File: config.mk
export PLATFORM = sky130hd
export DESIGN_NAME = tokrd_seq
export DESIGN_NICKNAME = d
export VERILOG_FILES = /design/src/rtl/tokrd_pkg.sv /design/src/rtl/tokrd_match.sv /design/src/rtl/tokrd_idx.sv /design/src/rtl/tokrd_fsm.sv /design/src/rtl/tokrd_seq.sv
export SDC_FILE = /design/constraint.sdc
export NUM_CORES = 1
export LEC_CHECK = 0
export ABC_AREA = 1
export BUFFER_PORTS_ARGS = -buffer_cell sky130_fd_sc_hd__buf_2
export CAP_MARGIN = 20
export CORE_MARGIN = 1
export CORE_UTILIZATION = 44
export DETAILED_ROUTE_END_ITERATION = 7
export PLACE_DENSITY = 0.82
export SETUP_SLACK_MARGIN = 0.3
export SLEW_MARGIN = 10
export SYNTH_ARGS = -nofsm -noshare
export SYNTH_HDL_FRONTEND = slang
export SYNTH_SLANG_ARGS = --single-unit
File: constraint.sdc
create_clock -name rd_clk -period 4 [get_ports rd_clk]
set_clock_uncertainty 0.2 [all_clocks]
set_input_delay 1 -clock rd_clk [delete_from_list [all_inputs] [get_ports rd_clk]]
set_output_delay 1 -clock rd_clk [all_outputs]
set_load 0.02 [all_outputs]
File: src/rtl/tokrd_pkg.sv
package tokrd_pkg;
   typedef enum logic [1:0] {
      ST_IDLE = 2'd0,
      ST_RUN  = 2'd1,
      ST_PASS = 2'd2
   } tok_state_e;
endpackage

File: src/rtl/tokrd_match.sv
module tokrd_match #(
   parameter int ADDR_W    = 5,
   parameter int N_CHAN    = 4,
   parameter int BASE_ADDR = 0,
   localparam int CH_W     = (N_CHAN > 1) ? $clog2(N_CHAN) : 1
) (
   input  logic [ADDR_W-1:0] addr,
   output logic              hit,
   output logic [CH_W-1:0]   sel
);
   localparam logic [ADDR_W:0] LO = (ADDR_W+1)'(BASE_ADDR);
   localparam logic [ADDR_W:0] HI = (ADDR_W+1)'(BASE_ADDR + N_CHAN);

   logic [ADDR_W-1:0] offs;
   assign offs = addr - ADDR_W'(BASE_ADDR);

   generate
      if (N_CHAN == 1) begin : g_single
         assign hit = (addr == ADDR_W'(BASE_ADDR));
         assign sel = '0;
      end else begin : g_range
         logic [ADDR_W:0] ax;
         assign ax  = {1'b0, addr};
         assign hit = (ax >= LO) && (ax < HI);
         assign sel = offs[CH_W-1:0];
      end
   endgenerate
endmodule

File: src/rtl/tokrd_idx.sv
module tokrd_idx #(
   parameter int N_WORDS = 256,
   localparam int IDX_W  = $clog2(N_WORDS)
) (
   input  logic             clk,
   input  logic             arst,
   input  logic             step,
   output logic [IDX_W-1:0] idx,
   output logic             at_last
);
   localparam logic [IDX_W-1:0] LAST = IDX_W'(N_WORDS - 1);

   assign at_last = (idx == LAST);

   always_ff @(posedge clk or posedge arst) begin
      if (arst)
         idx <= '0;
      else if (step)
         idx <= at_last ? '0 : idx + 1'b1;
   end
endmodule

File: src/rtl/tokrd_fsm.sv
module tokrd_fsm
   import tokrd_pkg::*;
#(
   parameter int CH_W = 2
) (
   input  logic            clk,
   input  logic            arst,
   input  logic            tok_in,
   input  logic            hit,
   input  logic [CH_W-1:0] sel,
   input  logic            at_last,
   output logic            run,
   output logic            pass,
   output logic [CH_W-1:0] chan_q
);
   tok_state_e st_q, st_d;

   always_comb begin
      st_d = st_q;
      unique case (st_q)
         ST_IDLE: if (tok_in) st_d = hit ? ST_RUN : ST_PASS;
         ST_RUN:  if (at_last) st_d = ST_PASS;
         ST_PASS: st_d = ST_IDLE;
         default: st_d = ST_IDLE;
      endcase
   end

   always_ff @(posedge clk or posedge arst) begin
      if (arst) begin
         st_q   <= ST_IDLE;
         chan_q <= '0;
      end else begin
         st_q <= st_d;
         if (st_q == ST_IDLE && tok_in && hit)
            chan_q <= sel;
      end
   end

   assign run  = (st_q == ST_RUN);
   assign pass = (st_q == ST_PASS);
endmodule

File: src/rtl/tokrd_seq.sv
module tokrd_seq #(
   parameter int WORD_W    = 12,
   parameter int N_WORDS   = 256,
   parameter int ADDR_W    = 5,
   parameter int N_CHAN    = 4,
   parameter int BASE_ADDR = 0,
   localparam int IDX_W    = $clog2(N_WORDS),
   localparam int CH_W     = (N_CHAN > 1) ? $clog2(N_CHAN) : 1
) (
   input  logic              rd_clk,
   input  logic              rst_n,
   input  logic              tok_clr,
   input  logic              tok_in,
   input  logic [ADDR_W-1:0] chan_addr,
   output logic              tok_out,
   output logic [CH_W-1:0]   mem_chan,
   output logic [IDX_W-1:0]  mem_idx,
   input  logic [WORD_W-1:0] mem_word,
   output logic [WORD_W-1:0] bus_data,
   output logic              bus_oe,
   output logic              dvalid
);
   generate
      if (WORD_W < 1) begin : g_bad_width
         $error("tokrd_seq: WORD_W must be at least 1");
      end
      if (N_WORDS < 2) begin : g_bad_depth
         $error("tokrd_seq: N_WORDS must be at least 2");
      end
      if (N_CHAN < 1 || BASE_ADDR < 0 || BASE_ADDR + N_CHAN > (1 << ADDR_W)) begin : g_bad_range
         $error("tokrd_seq: channel run exceeds address space");
      end
   endgenerate

   logic arst, hit, run, pass, at_last;
   logic [CH_W-1:0] sel;

   assign arst = ~rst_n | tok_clr;

   tokrd_match #(
      .ADDR_W(ADDR_W), .N_CHAN(N_CHAN), .BASE_ADDR(BASE_ADDR)
   ) u_match (
      .addr(chan_addr), .hit(hit), .sel(sel)
   );

   tokrd_fsm #(.CH_W(CH_W)) u_fsm (
      .clk(rd_clk), .arst(arst), .tok_in(tok_in), .hit(hit), .sel(sel),
      .at_last(at_last), .run(run), .pass(pass), .chan_q(mem_chan)
   );

   tokrd_idx #(.N_WORDS(N_WORDS)) u_idx (
      .clk(rd_clk), .arst(arst), .step(run), .idx(mem_idx), .at_last(at_last)
   );

   assign tok_out  = pass;
   assign bus_oe   = run;
   assign dvalid   = run;
   assign bus_data = run ? mem_word : '0;
endmodule

======== Yosys cells after proc, flatten, opt, wreduce, memory -nomap -nowiden ========
Index checks and enable logic that the tools add are counted.
storage, ports and cells
  flip-flop bits (word level) ............. 12
  input bits .............................. 21
  logic and storage cells ................. 24
cells by class
  mux-type cells .......................... 6
  magnitude comparators ................... 2
  eq/ne operators ......................... 5
  reductions and logical operators ........ 5
  add/subtract/negate cells ............... 1
  bitwise operators ....................... 2
operators with widths
  operator               number
  $mux W12               1
  $add A8 B1 Y8 const B  1
  $eq A8 B8 Y1 const B   1
  $mux W8                1
  $mux W2                3
  $ge A5 B1 Y1 const B   1
  $lt A5 B3 Y1 const B   1
  $pmux W2 S2            1
  $logic_and A1 B1 Y1    3
  $eq A2 B1 Y1 const B   1
  $eq A2 B2 Y1 const B   1
  $logic_not A2 Y1       1
  $ne A2 B1 Y1 const B   1
  $ne A2 B2 Y1 const B   1
  $reduce_and A2 Y1      1
  $not A1 Y1             1
  $or A1 B1 Y1           1

======== Longest topological paths before layout ========
  word-level depth ........................ 5
  gate-level depth with buffers ........... 7

======== By module ========
A second synthesis with hierarchy kept.
second synthesis, totals
  cells, all modules ...................... 108
  area, all modules ....................... 767.0 µm²
modules (own cells, without submodules)
  module       area each (µm²)  times used  seq. area each (µm²)  cells an instance
  tokrd_idx    424.2            1           200.2                 48
  tokrd_fsm    193.9            1           100.1                 26
  tokrd_seq    116.4            1           0.0                   28
  tokrd_match  32.5             1           0.0                   6

======== Least setup slack after synthesis ========
No wires, ideal clock.
  path kind ............................... input-to-output
  from .................................... input port mem_word[0]
  to ...................................... output port bus_data[0]
  data arrival time ....................... 1.314 ns
  path buffers ............................ 0
  slack ................................... 1.486 ns
  cell stages on the path ................. 2
  cell sequence ........................... inv_1 nor2_1
between the ends
  word-level cells in the longest chain between the ends .. 1
RTL lines
  element          line             RTL
  start, declared  tokrd_seq.sv:18  input logic [WORD_W-1:0] mem_word,
  $mux W12         tokrd_seq.sv:58  assign bus_data = run ? mem_word : '0;
  end, declared    tokrd_seq.sv:19  output logic [WORD_W-1:0] bus_data,
Every way passes these cells.

======== Worst setup path after layout ========
  from .................................... register u_fsm.st_q[1]
  to ...................................... output port bus_data[6]
between the ends
  word-level cells in the longest chain between the ends .. 2
RTL lines
  element                 line             RTL
  start, declared         tokrd_fsm.sv:16  tok_state_e st_q, st_d;
  start signal, assigned  tokrd_fsm.sv:33  st_q <= st_d;
  $eq A2 B1 Y1            tokrd_fsm.sv:39  assign run = (st_q == ST_RUN);
  $mux W12                tokrd_seq.sv:58
Every way passes these cells.

==> run metrics <==
fraction of layout cells with a size suffix above 1=32.3%; nets@finish=184; first-pass GRT wire length=2820 microns; Root Driver=clkbuf_4; synth top area cells=dfrtp_1, nor2_1, nand2_1; Wirelength per Cell=10.0 microns; placed cells=172; endpoint type of the worst setup path=primary output; Least-Margin Pin Slew=0.510 ns; Die Height=42.9 microns; GRT busiest layer=met2; post-cts sizing count=0; CP Cell Sequence=inv_1 -> nand2_1 -> nor2_1 -> buf_2; Pre-antenna DRT Iters=4; Synthesized Nets=135; Clock Latency Late Sink=0.28 ns; routability cong.=0.760; sequential cell area fraction in the yosys report=40.7%; # clock sinks=12; PD cells=249 nW/um^2; Tmin final=2.71 ns; leading area contributor after synthesis=dfrtp_1; Yosys top cell area share=40.7%; CP max-delay cell=dfrtp_1; Final Hold Violating Endpoints=0; port bufs=45; Cell Count, Final, Fillers Out=177; worst-case clock buffer depth=2; CTS buffer count=3; Slew headroom=65.8%; synthesis-to-finish area growth=37.5%; RSZ-0062 raised after global routing=false; final WL=1770 microns; number of fill cells=144; number of nets still failing antenna checks after routing=0; max-slew violations=0; CP max stage delay=0.43 ns; CTS tree=done; Hold Buf Count CTS=0; outcome=finished clean; diode count=0; met3 usage=3.83%; EDFF count, synth=0; syn_area_per_cell=6.52 sq um; pin count of the biggest net entering global routing=17; Data arrival, critical path=1.51 ns; number of top-level pins=46; met2 Use GR=37.3%; asr flop ratio synth=100%; Top FF cell, synth=dfrtp_1; Mapped Cells=113; critical path buffer and inverter count=2; # setup viols final=0; register bit total from synthesis=12; Vias=856; Std-Cell Core Area=1540 sq um; clock slew at the register clock pins of the worst setup and hold paths=0.08 ns; initial drt markers=13; Post-DP HPWL=1380 microns; TNS Setup=0 ns; die width=42.9 microns; max cap viols=0; top-count cell post-synth=nor2_1; leading cell types by count after synthesis=nor2_1, nand2_1, inv_1; H-tree depth=1; Worst EP required=2.80 ns; Tot GR Track Use=20.7%; GRT met1 Usage=22.4%; Max Fclk=369 MHz; hold crit path type=flip-flop to flip-flop; vias in the first global route=719; VDD IR-drop max=257 uV; crit path kind=flip-flop to primary output; # DRC=0; Syn. warnings=0; post-CTS setup buffers=0; Via density=4.84; synth unique cells=16; Worst setup SP type=flip-flop; Final period util=67.8%; Crit path max-delay family=simple AND/OR/NAND/NOR gates; initial antenna violation count=0; die area=1840 sq um; Congestion Overflow GR=0; area of the mapped netlist=737 sq um; LEAKAGE=0.000649 uW; row count=14; Initial Utilization=47.8%; Crit Path Max Fanout=16
[worst reg2reg max path: cells and delay by family (launching register included)]
family	cells	cell delay [ns]
buffers and inverters	1	0.12
DFF	1	0.43
and+or+nand+nor	5	0.82
[sequential cells by signal, summed over array words and instances (netlist names)]
signal and flops:
u_fsm.st_q 2, u_fsm.chan_q 2, u_idx.idx 8
[where the power goes]
part / internal [uW] / total, uW / switching, uW / leakage, uW
combinational: 14.5 / 33.9 / 19.4 / 0.000476
sequential: 121 / 121 / 0 / 0.000152
clock: 55.4 / 97.6 / 42.2 / 0.0000210
total: 191 / 253 / 61.6 / 0.000649
[layout make-up]
class | count | area [sq um] | share of cell area, %
Clock buffer | 4 | 36.3 | 3.58
Inverter | 24 | 90.1 | 8.89
Multi-Input combinational cell | 75 | 334 | 33.0
Sequential cell | 12 | 300 | 29.6
Tap cell | 16 | 20.0 | 1.98
Timing Repair Buffer | 46 | 233 | 23.0
[per-stage QoR]
step                      hold WS [ns]  total power, uW  setup slack (ns)  instance area, sq um  utilization [%]
after floorplan                  0.379              140              1.49                   737                -
after global placement           0.252              157              1.39                   970             62.9
after detailed placement         0.264              157              1.39                   970             62.9
after CTS                        0.284              252              1.29                  1010             65.3
after global routing             0.305              263              1.19                  1010             65.7
final                            0.278              253              1.29                  1010             65.7
[kinds of logic after synthesis]
family | after synthesis | synth area share, %
AO/OA/AOI/OAI | 5 | 3.73
flip-flops | 12 | 40.7
buffers and inverters | 26 | 13.9
XOR/XNOR | 2 | 2.38
AND/OR/NAND/NOR | 67 | 37.5
adder cells (fa/ha/maj) | 1 | 1.70
[cells in the final DEF, fill, tap and decap left out, drive strengths merged]
cell type,count
a21oi,3
buf,46
clkbuf,4
dfrtp,12
ha,1
inv,24
nand2,28
nand3,7
nand4,2
nor2,29
nor3,1
o211ai,1
o21ai,1
xor2,2
[per-layer routing]
metal | share of wire [%] | wire length (microns)
met1 | 40 | 714
met2 | 49 | 869
met3 | 8.4 | 149
met4 | 2.1 | 38
met5 | 0 | 0
[worst paths after layout]
kind / start / depth (start not counted) / slack, ns / endpoint
hold / removal: u_fsm.chan_q[0] / 2 / 0.28 / u_fsm.chan_q[0]
max in group asynchronous: tok_clr / 3 / 2.54 / u_idx.idx[7]
hold reg to reg: u_fsm.chan_q[0] / 2 / 0.28 / u_fsm.chan_q[0]
min in group asynchronous: rst_n / 3 / 0.57 / u_idx.idx[3]
setup reg to reg: u_fsm.st_q[1] / 6 / 2.33 / u_idx.idx[7]
setup / recovery: u_fsm.st_q[1] / 4 / 1.29 / bus_data[6]
Power figures use the tool's default switching activity.
